`src/rtl/faultram_pkg.sv`:
```
package faultram_pkg;

    typedef enum logic [2:0] {
        FK_NONE  = 3'd0,
        FK_SA0   = 3'd1,
        FK_SA1   = 3'd2,
        FK_RISE  = 3'd3,
        FK_FALL  = 3'd4,
        FK_WD0   = 3'd5,
        FK_WD1   = 3'd6,
        FK_RSVD  = 3'd7
    } fault_kind_e;

    // Value a cell takes after a write, given its defect kind and old value.
    function automatic logic cell_after_write(fault_kind_e kind, logic old_v, logic new_v);
        logic res;
        unique case (kind)
            FK_SA0:  res = 1'b0;
            FK_SA1:  res = 1'b1;
            FK_RISE: res = (!old_v && new_v)  ? 1'b0 : new_v;
            FK_FALL: res = (old_v && !new_v)  ? 1'b1 : new_v;
            FK_WD0:  res = (!old_v && !new_v) ? 1'b1 : new_v;
            FK_WD1:  res = (old_v && new_v)   ? 1'b0 : new_v;
            default: res = new_v;
        endcase
        return res;
    endfunction

    // Value a cell presents on a read.
    function automatic logic cell_on_read(fault_kind_e kind, logic stored);
        logic res;
        unique case (kind)
            FK_SA0:  res = 1'b0;
            FK_SA1:  res = 1'b1;
            default: res = stored;
        endcase
        return res;
    endfunction

endpackage

```
`src/rtl/fault_table.sv`:
```
module fault_table
    import faultram_pkg::*;
#(
    parameter int NUM_FAULTS = 4,
    parameter int ADDR_W     = 4,
    parameter int BIT_W      = 3,
    localparam int SEL_W     = (NUM_FAULTS > 1) ? $clog2(NUM_FAULTS) : 1
) (
    input  logic                 clk,
    input  logic                 rst,
    input  logic                 cfg_we,
    input  logic                 mem_busy,
    input  logic [SEL_W-1:0]     cfg_sel,
    input  logic                 cfg_en,
    input  logic [ADDR_W-1:0]    cfg_addr,
    input  logic [BIT_W-1:0]     cfg_bit,
    input  logic [2:0]           cfg_kind,
    output logic                 ent_en   [NUM_FAULTS],
    output logic [ADDR_W-1:0]    ent_addr [NUM_FAULTS],
    output logic [BIT_W-1:0]     ent_bit  [NUM_FAULTS],
    output fault_kind_e          ent_kind [NUM_FAULTS]
);

    logic load_ok;
    assign load_ok = cfg_we && !mem_busy;

    for (genvar i = 0; i < NUM_FAULTS; i++) begin : g_ent
        always_ff @(posedge clk) begin
            if (rst) begin
                ent_en[i]   <= 1'b0;
                ent_addr[i] <= '0;
                ent_bit[i]  <= '0;
                ent_kind[i] <= FK_NONE;
            end else if (load_ok && (cfg_sel == SEL_W'(i))) begin
                ent_en[i]   <= cfg_en;
                ent_addr[i] <= cfg_addr;
                ent_bit[i]  <= cfg_bit;
                ent_kind[i] <= fault_kind_e'(cfg_kind);
            end
        end

        AST_CFG_BLOCKED_BUSY: assert property (@(posedge clk) disable iff (rst)
            (cfg_we && mem_busy) |=> ($stable(ent_en[i]) && $stable(ent_kind[i])
                                      && $stable(ent_addr[i]) && $stable(ent_bit[i])));

        AST_RESET_CLEARS: assert property (@(posedge clk)
            $past(rst) |-> !ent_en[i]);
    end

endmodule

```
`src/rtl/fault_lookup.sv`:
```
module fault_lookup
    import faultram_pkg::*;
#(
    parameter int NUM_FAULTS = 4,
    parameter int ADDR_W     = 4,
    parameter int DATA_W     = 8,
    parameter int BIT_W      = 3
) (
    input  logic                 ent_en   [NUM_FAULTS],
    input  logic [ADDR_W-1:0]    ent_addr [NUM_FAULTS],
    input  logic [BIT_W-1:0]     ent_bit  [NUM_FAULTS],
    input  fault_kind_e          ent_kind [NUM_FAULTS],
    input  logic [ADDR_W-1:0]    addr,
    output fault_kind_e          bit_kind [DATA_W]
);

    for (genvar b = 0; b < DATA_W; b++) begin : g_bit
        always_comb begin
            bit_kind[b] = FK_NONE;
            // Walk from the highest index down so the lowest matching entry wins.
            for (int k = NUM_FAULTS - 1; k >= 0; k--) begin
                if (ent_en[k] && (ent_addr[k] == addr) && (ent_bit[k] == BIT_W'(b)))
                    bit_kind[b] = ent_kind[k];
            end
        end
    end

endmodule

```
`src/rtl/faultram_top.sv`:
```
module faultram_top
    import faultram_pkg::*;
#(
    parameter int NUM_FAULTS = 4,
    parameter int ADDR_W     = 4,
    parameter int DATA_W     = 8,
    localparam int DEPTH     = 1 << ADDR_W,
    localparam int BIT_W     = (DATA_W > 1) ? $clog2(DATA_W) : 1,
    localparam int SEL_W     = (NUM_FAULTS > 1) ? $clog2(NUM_FAULTS) : 1
) (
    input  logic                 clk,
    input  logic                 rst,
    input  logic                 cfg_we,
    input  logic [SEL_W-1:0]     cfg_sel,
    input  logic                 cfg_en,
    input  logic [ADDR_W-1:0]    cfg_addr,
    input  logic [BIT_W-1:0]     cfg_bit,
    input  logic [2:0]           cfg_kind,
    input  logic                 mem_en,
    input  logic                 mem_we,
    input  logic [ADDR_W-1:0]    mem_addr,
    input  logic [DATA_W-1:0]    mem_wdata,
    output logic [DATA_W-1:0]    mem_rdata
);

    logic                ent_en   [NUM_FAULTS];
    logic [ADDR_W-1:0]   ent_addr [NUM_FAULTS];
    logic [BIT_W-1:0]    ent_bit  [NUM_FAULTS];
    fault_kind_e         ent_kind [NUM_FAULTS];
    fault_kind_e         bit_kind [DATA_W];

    logic [DATA_W-1:0]   store [DEPTH];
    logic [DATA_W-1:0]   cur_word;
    logic [DATA_W-1:0]   wr_word;
    logic [DATA_W-1:0]   rd_word;
    logic                do_wr;
    logic                do_rd;

    fault_table #(
        .NUM_FAULTS (NUM_FAULTS),
        .ADDR_W     (ADDR_W),
        .BIT_W      (BIT_W)
    ) u_table (
        .clk      (clk),
        .rst      (rst),
        .cfg_we   (cfg_we),
        .mem_busy (mem_en),
        .cfg_sel  (cfg_sel),
        .cfg_en   (cfg_en),
        .cfg_addr (cfg_addr),
        .cfg_bit  (cfg_bit),
        .cfg_kind (cfg_kind),
        .ent_en   (ent_en),
        .ent_addr (ent_addr),
        .ent_bit  (ent_bit),
        .ent_kind (ent_kind)
    );

    fault_lookup #(
        .NUM_FAULTS (NUM_FAULTS),
        .ADDR_W     (ADDR_W),
        .DATA_W     (DATA_W),
        .BIT_W      (BIT_W)
    ) u_lookup (
        .ent_en   (ent_en),
        .ent_addr (ent_addr),
        .ent_bit  (ent_bit),
        .ent_kind (ent_kind),
        .addr     (mem_addr),
        .bit_kind (bit_kind)
    );

    assign do_wr    = mem_en && mem_we;
    assign do_rd    = mem_en && !mem_we;
    assign cur_word = store[mem_addr];

    for (genvar b = 0; b < DATA_W; b++) begin : g_rule
        assign wr_word[b] = cell_after_write(bit_kind[b], cur_word[b], mem_wdata[b]);
        assign rd_word[b] = cell_on_read(bit_kind[b], cur_word[b]);
    end

    always_ff @(posedge clk) begin
        if (rst) begin
            for (int a = 0; a < DEPTH; a++) store[a] <= '0;
        end else if (do_wr) begin
            store[mem_addr] <= wr_word;
        end
    end

    always_ff @(posedge clk) begin
        if (rst)        mem_rdata <= '0;
        else if (do_rd) mem_rdata <= rd_word;
    end

    AST_RDATA_HOLD: assert property (@(posedge clk) disable iff (rst)
        !do_rd |=> $stable(mem_rdata));

    for (genvar b = 0; b < DATA_W; b++) begin : g_chk
        AST_SA0_READ: assert property (@(posedge clk) disable iff (rst)
            (do_rd && bit_kind[b] == FK_SA0) |=> !mem_rdata[b]);

        AST_SA1_READ: assert property (@(posedge clk) disable iff (rst)
            (do_rd && bit_kind[b] == FK_SA1) |=> mem_rdata[b]);

        AST_RISE_BLOCKED: assert property (@(posedge clk) disable iff (rst)
            (do_wr && bit_kind[b] == FK_RISE && !cur_word[b] && mem_wdata[b])
            |=> !store[$past(mem_addr)][b]);

        AST_FALL_BLOCKED: assert property (@(posedge clk) disable iff (rst)
            (do_wr && bit_kind[b] == FK_FALL && cur_word[b] && !mem_wdata[b])
            |=> store[$past(mem_addr)][b]);
    end

endmodule

```
`config.mk`:
```
export PLATFORM = sky130hd
export DESIGN_NAME = faultram_top
export DESIGN_NICKNAME = d
export VERILOG_FILES = /design/src/rtl/faultram_pkg.sv /design/src/rtl/fault_table.sv /design/src/rtl/fault_lookup.sv /design/src/rtl/faultram_top.sv
export SDC_FILE = /design/constraint.sdc
export NUM_CORES = 1
export LEC_CHECK = 0
export BUFFER_PORTS_ARGS = -buffer_cell sky130_fd_sc_hd__buf_2
export CAP_MARGIN = 0
export CORE_UTILIZATION = 55
export DETAILED_ROUTE_END_ITERATION = 12
export GPL_TIMING_DRIVEN = 0
export PLACE_DENSITY = 0.82
export RECOVER_POWER = 25
export SLEW_MARGIN = 20
export SYNTH_ARGS = -nofsm -noshare
export SYNTH_HDL_FRONTEND = slang
export SYNTH_HIERARCHICAL = 1
export SYNTH_SLANG_ARGS = --single-unit
```
`constraint.sdc`:
```
create_clock -name clk -period 9.6 [get_ports clk]
set_input_delay 0.48 -clock clk [delete_from_list [all_inputs] [get_ports clk]]
set_output_delay 0.48 -clock clk [all_outputs]
set_load 0.05 [all_outputs]
```
==> results.md, run 1 <==
* Vias in the first global route at 7877
* Synthesized Nets at 952
* GR Overflow Total at 0
* Cell area after synthesis at 0.0104 mm²
* H-tree depth at 4
* Netlist cell types at 64
* Root Buffer: clkbuf_16
* Final setup margin at 5.51 ns
* Remaining DRCs at 0
* Worst r2r src: u_table/ent_addr[4]$_SDFFE_PP0P_
* R2R setup slack at 5.55 ns
* Flop pwr share at 49.3%
* Remaining antenna violation count at 0
* Clock Sinks at 180
* Largest net degree at the start of global routing at 20
* Crit start category: input port
* CP Max Fanout at 10
* Most frequent cells in the layout: edfxtp_1 (128), nand2b_1 (94), nor3_1 (90)
* Clk_lat worst skew at 0.45 ns
* Initial antenna violation count at 1
* Post-synth ARST share at 0%
* Fin util at 61.6%
* Setup Buffers After CTS at 0
* Die Ht at 140 µm
* Fillers at 1474
* Die X at 140 µm
* Critical Path RT at 9.77 ns
* Final Wtd Congestion at 0.966
* Largest area contributor in the netlist: edfxtp_1
* All-Layer GR Usage at 29.7%
* Slew HR at 33.6%
* Hold slack at 0.381 ns
* Power share of the combinational group at 10.9%
* Leak Pwr at 3.86 nW
* Site Rows at 50
* Multiplexer share of the synthesized area at 11.2%
* WL final at 28000 µm
* Iter 0 DRT Violations at 812
* Clk network pwr share at 39.8%
* Net Switching at 0.000487 W
* Setup Crit Path Kind: input port to flop
* Pwr dens at 153 mW/mm²
* Synth Area in Compound Gates at 10.7%
* Vias at 8114
* Flops & latches, synth at 180
* Type of the most critical hold path: input port to flop
* Peak supply drop at 0.123 mV
* Hold Fails Final Rpt at 0
* Starting Density at 56.0%
* Die ar. at 0.0195 mm²
* Top cells by area, synth: edfxtp_1 (37%), dfxtp_1 (10%), mux4_2 (6.9%), nor3_2 (6.7%), nand2b_1 (5.6%)
* Syn_area_per_cell at 11.3 µm²
* Cts hold-fix bufs at 0
* Peak Freq at 245 MHz
* CP endpoint kind: flop
* Vias per cell at 6.62
* Sw Ratio at 27.7%
* Synth Area in Adders at 0%
* Design area at 0.0115 mm²
* Total CTS buffers at 17
* Status: finished, final reports clean
* Main combinational cell family by area after synthesis: simple AND/OR/NAND/NOR gates
* Period utilization at 42.6%
* Area after DPL at 0.0109 mm²
* Post-cts sizing count at 0
* Commonest non-fill, non-tap cell in the layout: edfxtp_1
* I/O Buffers at 37
* CP Data Arrival Time at 4.26 ns
* Int Power at 0.00127 W
* Core footprint at 0.0186 mm²
* Simple-gate area share of the yosys netlist at 27.0%
* Max-cap viol count at 0
* I/O pins at 38
* Share of post-route cells with drive strength above 1 at 20.1%
* First-pass GRT wire length at 43400 µm
* Wire per inst at 22.9 µm
* Drt pass-1 iters at 6
* Synth Area in XOR/XNOR at 1.09%
* Clock Path Buffers at 2
* Yosys top cell area share at 36.8%
* Total of warnings raised by yosys at 6
* Nets at 1008
* Pre-CTS WS at 5.13 ns
* Post-route minimum period at 4.09 ns
* Slew @ Worst Pin at 0.996 ns
* DP HPWL at 20300 µm
* Hold_sp: cfg_kind[2]
* Post-synth top flop: edfxtp_1
* Endpoints failing setup at 0
* Worst Clk Skew at 0.0114 ns
* Register area share after synthesis at 46.8%
* Fin. max-slew vios at 0
* Area growth from synthesis to layout at 10.1%
* RSZ-0062 raised after global routing: false
* Critical path launch point: mem_addr[3]
* Syn Inst Count at 922
* Number of synthesized flops with an enable pin at 128
* Fin Setup TNS at 0 ns
* CTS clk-pin slew, worst paths at 0.07 ns
* CTS tree: done
-- critical path, stage by stage --
cell,delay [ns]
buf_2,0.18
clkbuf_1,0.32
xor2_1,0.17
nor4_4,0.56
nand4b_1,0.36
o21ai_0,0.17
a31oi_1,0.08
o31ai_1,0.64
nand2_1,0.16
nor2_1,0.13
a211o_1,0.30
clkbuf_1,0.63
nor3_2,0.08
-- Yosys cell counts (all sizes together), types with 6 or more instances --
library cell,count
nand2b,94
xor2,11
mux4,32
dfxtp,52
clkbuf,31
a21oi,8
mux2i,45
edfxtp,128
o21ai,25
a211o,25
nor2,56
o2111ai,7
and2,11
a22o,6
a22oi,16
a211oi,14
buf,24
o31ai,8
nand3,21
nor2b,7
nand4b,16
inv,9
nand2,59
nor3,160
-- worst paths after layout --
path / cells after the start / end
hold reg to reg: 1 / mem_rdata[3]$_SDFFE_PP0P_
setup reg to reg: 12 / store[14][6]$_SDFFCE_PN0P_
hold / removal: 3 / u_table/ent_kind[2]$_SDFFE_PP0P_
setup / recovery: 13 / store[5][5]$_SDFFCE_PN0P_
-- area by class of cell --
type                    instances  area, µm²  share of cell area [%]
diodes                          1       2.50                  0.0218
plain buffers                  55        300                    2.61
clock buffers                  18        429                    3.74
clock inverters                14        158                    1.37
inverters                       9       33.8                   0.294
multi-input cells             678       5220                    45.4
flip-flops and latches        180       4880                    42.5
well taps                     234        293                    2.55
repair buffers                 37        173                    1.50
-- per-stage QoR --
stage | total power (W) | instances
final | 0.00175 | 1226
after global routing | 0.00180 | 1226
after CTS | 0.00175 | 1225
after detailed placement | 0.00107 | 1193
after global placement | 0.00106 | 1193
after floorplan | 0.00101 | 922
-- registers in the layout, indices dropped and copies added (netlist names) --
signal            cells
mem_rdata             8
store               128
u_table/ent_addr     16
u_table/ent_bit      12
u_table/ent_en        4
u_table/ent_kind     12
-- power by group through the flow --
stage	clock network [W]	logic, W	registers (W)
5_1_grt	0.000729	0.000202	0.000867
6_report	0.000698	0.000191	0.000865
3_5_place_dp	0	0.000188	0.000882
3_3_place_gp	0	0.000184	0.000881
4_1_cts	0.000698	0.000189	0.000865
2_1_floorplan	0	0.000126	0.000883
-- layer usage --
metal / up-vias / global-route usage, % / routed length [µm]
met5: - / 0 / 0
li1: 3648 / - / -
met4: 0 / 13.2 / 976
met1: 3952 / 37.7 / 10800
met2: 434 / 49.1 / 13700
met3: 80 / 6.02 / 2600
-- logic make-up after synthesis --
group,count (synthesis)
xor+xnor,13
mux,77
buf+inv,64
simple gates,454
flops,180
compound gates,134
(Power assumes the default switching activity.)
==> run 2, diff against run 1 <==
Clock period 9.6 ns to 4.2 ns, I/O delays scaled along.
==> results.md, run 2 (same netlist as run 1, synthesis figures left out) <==
* Status: finished, final reports clean (unchanged)
* CTS clk-pin slew, worst paths at 0.07 ns (about the same)
* Wire per inst at 22.9 µm (about the same)
* Largest net degree at the start of global routing at 20 (unchanged)
* Core footprint at 0.0186 mm² (unchanged)
* H-tree depth at 4 (unchanged)
* Max reg flops at 128 (unchanged)
* All-Layer GR Usage at 29.7% (unchanged)
* Endpoints failing setup at 0 (unchanged)
* CP Data Arrival Time at 4.09 ns (was 4.26 ns)
* Reg with most FFs: store (unchanged)
* Worst Clk Skew at 0.0106 ns (was 0.0114 ns)
* Clk_lat worst skew at 0.45 ns (about the same)
* Fin. max-slew vios at 0 (unchanged)
* Clock Path Buffers at 2 (unchanged)
* Vias in the first global route at 7877 (unchanged)
* CTS tree: done (unchanged)
* Hold Fails Final Rpt at 0 (unchanged)
* Iter 0 DRT Violations at 829 (was 812)
* Max-cap viol count at 0 (unchanged)
* Pwr dens at 349 mW/mm² (was 153 mW/mm²)
* Period utilization at 91.9%
* Cts hold-fix bufs at 0 (unchanged)
* Site Rows at 50 (unchanged)
* Starting Density at 56.0% (unchanged)
* Slew HR at 34.6% (was 33.6%)
* Leak Pwr at 3.86 nW (about the same)
* Die Ht at 140 µm (unchanged)
* CP Max Fanout at 10 (unchanged)
* Dpl cells at 1193 (unchanged)
* Nets at 1006 (was 1008)
* First-pass GRT wire length at 43400 µm (unchanged)
* GR Overflow Total at 0 (unchanged)
* Share of post-route cells with drive strength above 1 at 20.4% (was 20.1%)
* Root Buffer: clkbuf_16 (unchanged)
* Initial antenna violation count at 1 (unchanged)
* Vias at 8134 (was 8114)
* Type of the most critical hold path: input port to flop (unchanged)
* Most frequent cells in the layout: edfxtp_1 (128), nand2b_1 (94), nor3_1 (90) (unchanged)
* RSZ-0062 raised after global routing: false (unchanged)
* I/O Buffers at 37 (unchanged)
* Total CTS buffers at 17 (unchanged)
* Critical path's slowest cell: o21ai_0 (was o31ai_1)
* Critical-path cell list: inv_1, a222oi_1, nand4b_1, o21ai_0, a31oi_1, o21ai_0, nor3_1, nand3_1, o2111ai_2, buf_2, nor3_1 (was buf_2, clkbuf_1, xor2_1, nor4_4, nand4b_1, o21ai_0, a31oi_1, o31ai_1, nand2_1, nor2_1, a211o_1, clkbuf_1, nor3_2)
* Peak Freq at 259 MHz
* Fin util at 61.6% (about the same)
* Slew @ Worst Pin at 0.981 ns (was 0.996 ns)
* CP endpoint kind: flop (unchanged)
* I/O pins at 38 (unchanged)
* Vias per cell at 6.65 (was 6.62)
* Crit start category: flop (was input port)
* Remaining antenna violation count at 0 (unchanged)
* Post-route minimum period at 3.86 ns
* Commonest non-fill, non-tap cell in the layout: edfxtp_1 (unchanged)
* Worst Path Buf+Inv at 2 (was 3)
* WL final at 28000 µm (about the same)
* Critical Path RT at 4.43 ns (was 9.77 ns)
* DP HPWL at 20300 µm (unchanged)
* Remaining DRCs at 0 (unchanged)
* Peak supply drop at 0.282 mV (was 0.123 mV)
* Final Wtd Congestion at 0.966 (unchanged)
* Post-Layout Cell Count at 1224 (was 1226)
* Slowest Stage Delay on Critical Path at 0.59 ns (was 0.64 ns)
* Drt pass-1 iters at 6 (unchanged)
* Clock Sinks at 180 (unchanged)
* Setup Crit Path Kind: flop to flop (was input port to flop)
* Die X at 140 µm (unchanged)
* Crit-path leading delay family: compound AO/OA/AOI/OAI gates (was simple AND/OR/NAND/NOR gates)
* Top flop regs: store: 128 flops, u_table/ent_addr: 16 flops (unchanged)
* Die ar. at 0.0195 mm² (unchanged)
* Area growth from synthesis to layout at 10.0% (was 10.1%)
## run 2: changes by cell type in the layout (fill, tap and decap cells not counted)
cell / change
clkbuf_1: -5
clkbuf_2: +3
## run 2: final timing paths
path	startpoint	end	slack [ns]	cells past startpoint
worst min register to register	mem_rdata[3]$_SDFFE_PP0P_	mem_rdata[3]$_SDFFE_PP0P_	0.46	1
worst max register to register	u_table/ent_addr[4]$_SDFFE_PP0P_	store[11][2]$_SDFFCE_PN0P_	0.34	11
worst min-delay path	cfg_kind[2]	u_table/ent_kind[2]$_SDFFE_PP0P_	0.11	3
worst max-delay path	u_table/ent_addr[4]$_SDFFE_PP0P_	store[11][2]$_SDFFCE_PN0P_	0.34	11
## run 2: per-stage QoR
stage                     area, µm²    TNS, ns  total power [W]  hold slack, ns  worst slack, ns
after global routing          11500          0          0.00411           0.132           0.0787
after detailed placement      10900  -0.000629          0.00245           0.450        -0.000629
after floorplan               10400          0          0.00231           0.427             1.16
after global placement        10900          0          0.00243           0.440            0.109
after CTS                     11500          0          0.00401           0.110            0.225
final                         11500          0          0.00401           0.115            0.342
## run 2: worst reg2reg max path: cells and delay by family (launching register included)
family | cells | cell delay, ns
buf+inv | 2 | 0.35
simple gates | 4 | 1.14
flops | 1 | 0.36
compound gates | 5 | 1.81
## run 2: cell type report
cell class	count	area [µm²]
diodes	1	2.50
plain buffers	53	297
clock buffers	18	429
clock inverters	14	158
fillers	1478	7160
inverters	9	33.8
multi-input cells	678	5220
flip-flops and latches	180	4880
well taps	234	293
repair buffers	37	173
## run 2: layer usage
| metal | global-route usage [%] | vias to the layer above | share of wire (%) |
|---|---|---|---|
| met1 | 37.7 | 3955 | 39 |
| met4 | 13.2 | 0 | 3.4 |
| met3 | 6.02 | 78 | 8.9 |
| li1 | - | 3656 | - |
| met2 | 49.1 | 445 | 49 |
| met5 | 0 | - | 0 |
## run 2: timing repair
action / 4_1_cts / 5_1_grt
setup buffers: 0 / 0
resized for setup: 0 / 6
setup endpoints to repair: 0 / 33
## run 2: power breakdown
group / total, W / internal [W] / switching (W)
clock network: 0.00160 / 0.000801 / 0.000796
logic: 0.000437 / 0.000145 / 0.000292
registers: 0.00198 / 0.00195 / 0.0000257
total: 0.00401 / 0.00290 / 0.00111
==> run 3, diff against run 2 <==
Settings changed: ABC_AREA set to 1, CAP_MARGIN 0 to 10, CORE_UTILIZATION 55 to 35, PLACE_DENSITY 0.82 to 0.6.
==> results.md, run 3 <==
* CP Max Fanout at 10 (unchanged)
* Design area at 0.0122 mm² (was 0.0115 mm²)
* Max-cap viol count at 0 (unchanged)
* Status: finished, final reports clean (unchanged)
* Total CTS buffers at 17 (unchanged)
* CP endpoint kind: flop (unchanged)
* Initial antenna violation count at 1 (unchanged)
* WL final at 31200 µm (was 28000 µm)
* CTS clk-pin slew, worst paths at 0.07 ns (about the same)
* Remaining DRCs at 0 (unchanged)
* RSZ-0062 raised after global routing: false (unchanged)
* Crit-path leading delay family: simple AND/OR/NAND/NOR gates (was compound AO/OA/AOI/OAI gates)
* CP Data Arrival Time at 3.48 ns (was 4.09 ns)
* Cell mode on critical path: nand2_1
* Hold Fails Final Rpt at 0 (unchanged)
* Critical path launch point: u_table/ent_addr[4]$_SDFFE_PP0P_ (unchanged)
* Largest area contributor in the netlist: edfxtp_1 (unchanged)
* Syn_area_per_cell at 7.12 µm² (was 11.3 µm²)
* Top cells by area, synth: edfxtp_1 (35%), nand2_1 (18%), nor2_1 (11%), dfxtp_1 (9.5%), nand3_1 (5.9%) (was edfxtp_1 (37%), dfxtp_1 (10%), mux4_2 (6.9%), nor3_2 (6.7%), nand2b_1 (5.6%))
* Share of post-route cells with drive strength above 1 at 11.6% (was 20.4%)
* Final Wtd Congestion at 0.873 (was 0.966)
* Yosys top cell area share at 35.3% (was 36.8%)
* Hold slack at 0.137 ns (was 0.115 ns)
* Fin. max-slew vios at 0 (unchanged)
* Drt pass-1 iters at 6 (unchanged)
* Clock Sinks at 180 (unchanged)
* Die X at 178 µm (was 140 µm)
* Total of warnings raised by yosys at 6 (unchanged)
* Wire per inst at 15.6 µm (was 22.9 µm)
* Clock Path Buffers at 2 (unchanged)
* Slowest Stage Delay on Critical Path at 0.47 ns (was 0.59 ns)
* Post-synth ARST share at 0% (unchanged)
* Commonest non-fill, non-tap cell in the layout: nand2_1 (was edfxtp_1)
* Worst r2r src: u_table/ent_addr[4]$_SDFFE_PP0P_ (unchanged)
* Most frequent cells in the layout: nand2_1 (512), nor2_1 (324), nand3_1 (129) (was edfxtp_1 (128), nand2b_1 (94), nor3_1 (90))
* Most common cell in the netlist: nand2_1 (was edfxtp_1)
* Critical Path RT at 4.39 ns (was 4.43 ns)
* Post-Layout Cell Count at 1997 (was 1224)
* Setup Crit Path Kind: flop to flop (unchanged)
* Worst Clk Skew at 0.0106 ns (about the same)
* Top cells by count, synth: nand2_1 (512), nor2_1 (324), nand3_1 (129) (was edfxtp_1 (128), nand2b_1 (94), nor3_1 (90))
* Cell area after synthesis at 0.0109 mm² (was 0.0104 mm²)
* Root Buffer: clkbuf_16 (unchanged)
* Fin Setup TNS at 0 ns (unchanged)
* Netlist cell types at 39 (was 64)
* Hold_sp: cfg_addr[0] (was cfg_kind[2])
* Period utilization at 78.4% (was 91.9%)
* Synthesized Nets at 1561 (was 952)
* Flops & latches, synth at 180 (unchanged)
* Critical-path cell list: inv_1, nand2_1, nand3_4, nor3_4, nand3_2, nand2_1, nand3_1, a21oi_1, inv_1, nor3_1, nand3b_1, nand2_1, nor2_1, nand2_2, nand2_4, buf_6, nor2_1 (was inv_1, a222oi_1, nand4b_1, o21ai_0, a31oi_1, o21ai_0, nor3_1, nand3_1, o2111ai_2, buf_2, nor3_1)
* First-pass GRT wire length at 48600 µm (was 43400 µm)
* R2R setup slack at 0.91 ns (was 0.34 ns)
* Crit start category: flop (unchanged)
* GR Overflow Total at 0 (unchanged)
* Type of the most critical hold path: input port to flop (unchanged)
* Peak Freq at 304 MHz (was 259 MHz)
* Fillers at 3203 (was 1478)
* Core footprint at 0.0306 mm² (was 0.0186 mm²)
* Area growth from synthesis to layout at 11.9% (was 10.0%)
* Leak Pwr at 5.26 nW (was 3.86 nW)
* Clk_lat worst skew at 0.44 ns (was 0.45 ns)
* Number of synthesized flops with an enable pin at 128 (unchanged)
* Cts hold-fix bufs at 0 (unchanged)
* DP HPWL at 23500 µm (was 20300 µm)
* Dpl cells at 1964 (was 1193)
* Pwr dens at 344 mW/mm² (was 349 mW/mm²)
* Post-route minimum period at 3.29 ns (was 3.86 ns)
* Vias per cell at 4.97 (was 6.65)
* Iter 0 DRT Violations at 845 (was 829)
* Setup Buffers After CTS at 0 (unchanged)
* Reg with most FFs: store (unchanged)
* Slew HR at 52.2% (was 34.6%)
* I/O Buffers at 37 (unchanged)
* Die Ht at 178 µm (was 140 µm)
* Max reg flops at 128 (unchanged)
* Area after DPL at 0.0116 mm² (was 0.0109 mm²)
* Nets at 1617 (was 1006)
* Remaining antenna violation count at 0 (unchanged)
* Register area share after synthesis at 44.8% (was 46.8%)
* Die ar. at 0.0319 mm² (was 0.0195 mm²)
* Syn Inst Count at 1531 (was 922)
* All-Layer GR Usage at 20.1% (was 29.7%)
* Critical path's slowest cell: nor3_4 (was o21ai_0)
* Starting Density at 35.6% (was 56.0%)
* Vias at 9925 (was 8134)
* Endpoints failing setup at 0 (unchanged)
* H-tree depth at 4 (unchanged)
* Largest net degree at the start of global routing at 18 (was 20)
* Top flop regs: store: 128 flops, u_table/ent_addr: 16 flops (unchanged)
* Peak supply drop at 0.310 mV (was 0.282 mV)
* Post-synth top flop: edfxtp_1 (unchanged)
* CTS tree: done (unchanged)
* Vias in the first global route at 9126 (was 7877)
* I/O pins at 38 (unchanged)
* Site Rows at 64 (was 50)
* Overall power at 0.00420 W (was 0.00401 W)
* Post-cts sizing count at 0 (unchanged)
* Worst Path Buf+Inv at 3 (was 2)
* Slew @ Worst Pin at 0.715 ns (was 0.981 ns)
## run 3: report_power, final
part	total, W	switching, W	internal [W]
combinational	0.000479	0.000344	0.000135
clock	0.00171	0.000751	0.000956
sequential	0.00202	0.0000350	0.00198
total	0.00420	0.00113	0.00307
## run 3: cell families (layout without fill, tap and decap cells)
| kind of cell | Yosys count | after routing | synth area share (%) |
|---|---|---|---|
| other cells | 0 | 1 | 0 |
| buf+inv | 184 | 253 | 8.09 |
| simple gates | 1068 | 1068 | 41.9 |
| compound gates | 96 | 96 | 4.93 |
| xor+xnor | 3 | 3 | 0.241 |
| flops | 180 | 180 | 44.8 |
## run 3: routing by layer
metal / share of wire (%) / vias up / track usage, %
met5: 0 / - / 0
met4: 1.3 / 0 / 5.01
met2: 46 / 291 / 33.0
met3: 6.5 / 38 / 3.24
met1: 46 / 4584 / 27.4
li1: - / 5012 / -
## run 3: final timing paths
kind	end	depth (start not counted)
worst max register to register	store[1][5]$_SDFFCE_PN0P_	17
worst max-delay path	store[1][5]$_SDFFCE_PN0P_	17
worst min-delay path	u_table/ent_addr[0]$_SDFFE_PP0P_	5
worst min register to register	u_table/ent_kind[0]$_SDFFE_PP0P_	2
## run 3: metrics by stage
step                      worst slack (ns)  utilization, %
after floorplan                       1.66               -
after global placement               0.875            37.9
after detailed placement             0.789            37.9
after CTS                            0.954            39.9
after global routing                 0.512            39.9
final                                0.906            39.9
## run 3: worst register-to-register path: stages, from the launching register on
cell      delay [ns]
dfxtp_1         0.39
inv_1           0.05
nand2_1         0.10
nand3_4         0.10
nor3_4          0.47
nand3_2         0.16
nand2_1         0.12
nand3_1         0.09
a21oi_1         0.36
inv_1           0.14
nor3_1          0.24
nand3b_1        0.17
nand2_1         0.07
nor2_1          0.13
nand2_2         0.08
nand2_4         0.11
buf_6           0.18
nor2_1          0.07
## run 3: cell type report
type / instances / area (µm²) / area share, %
Multi-Input combinational cell: 1167 / 5140 / 42.1
Clock inverter: 15 / 199 / 1.63
Timing Repair Buffer: 37 / 174 / 1.43
Buffer: 57 / 404 / 3.31
Tap cell: 396 / 495 / 4.06
Clock buffer: 17 / 425 / 3.49
Sequential cell: 180 / 4880 / 40.0
Inverter: 127 / 477 / 3.91
Antenna cell: 1 / 2.50 / 0.0205
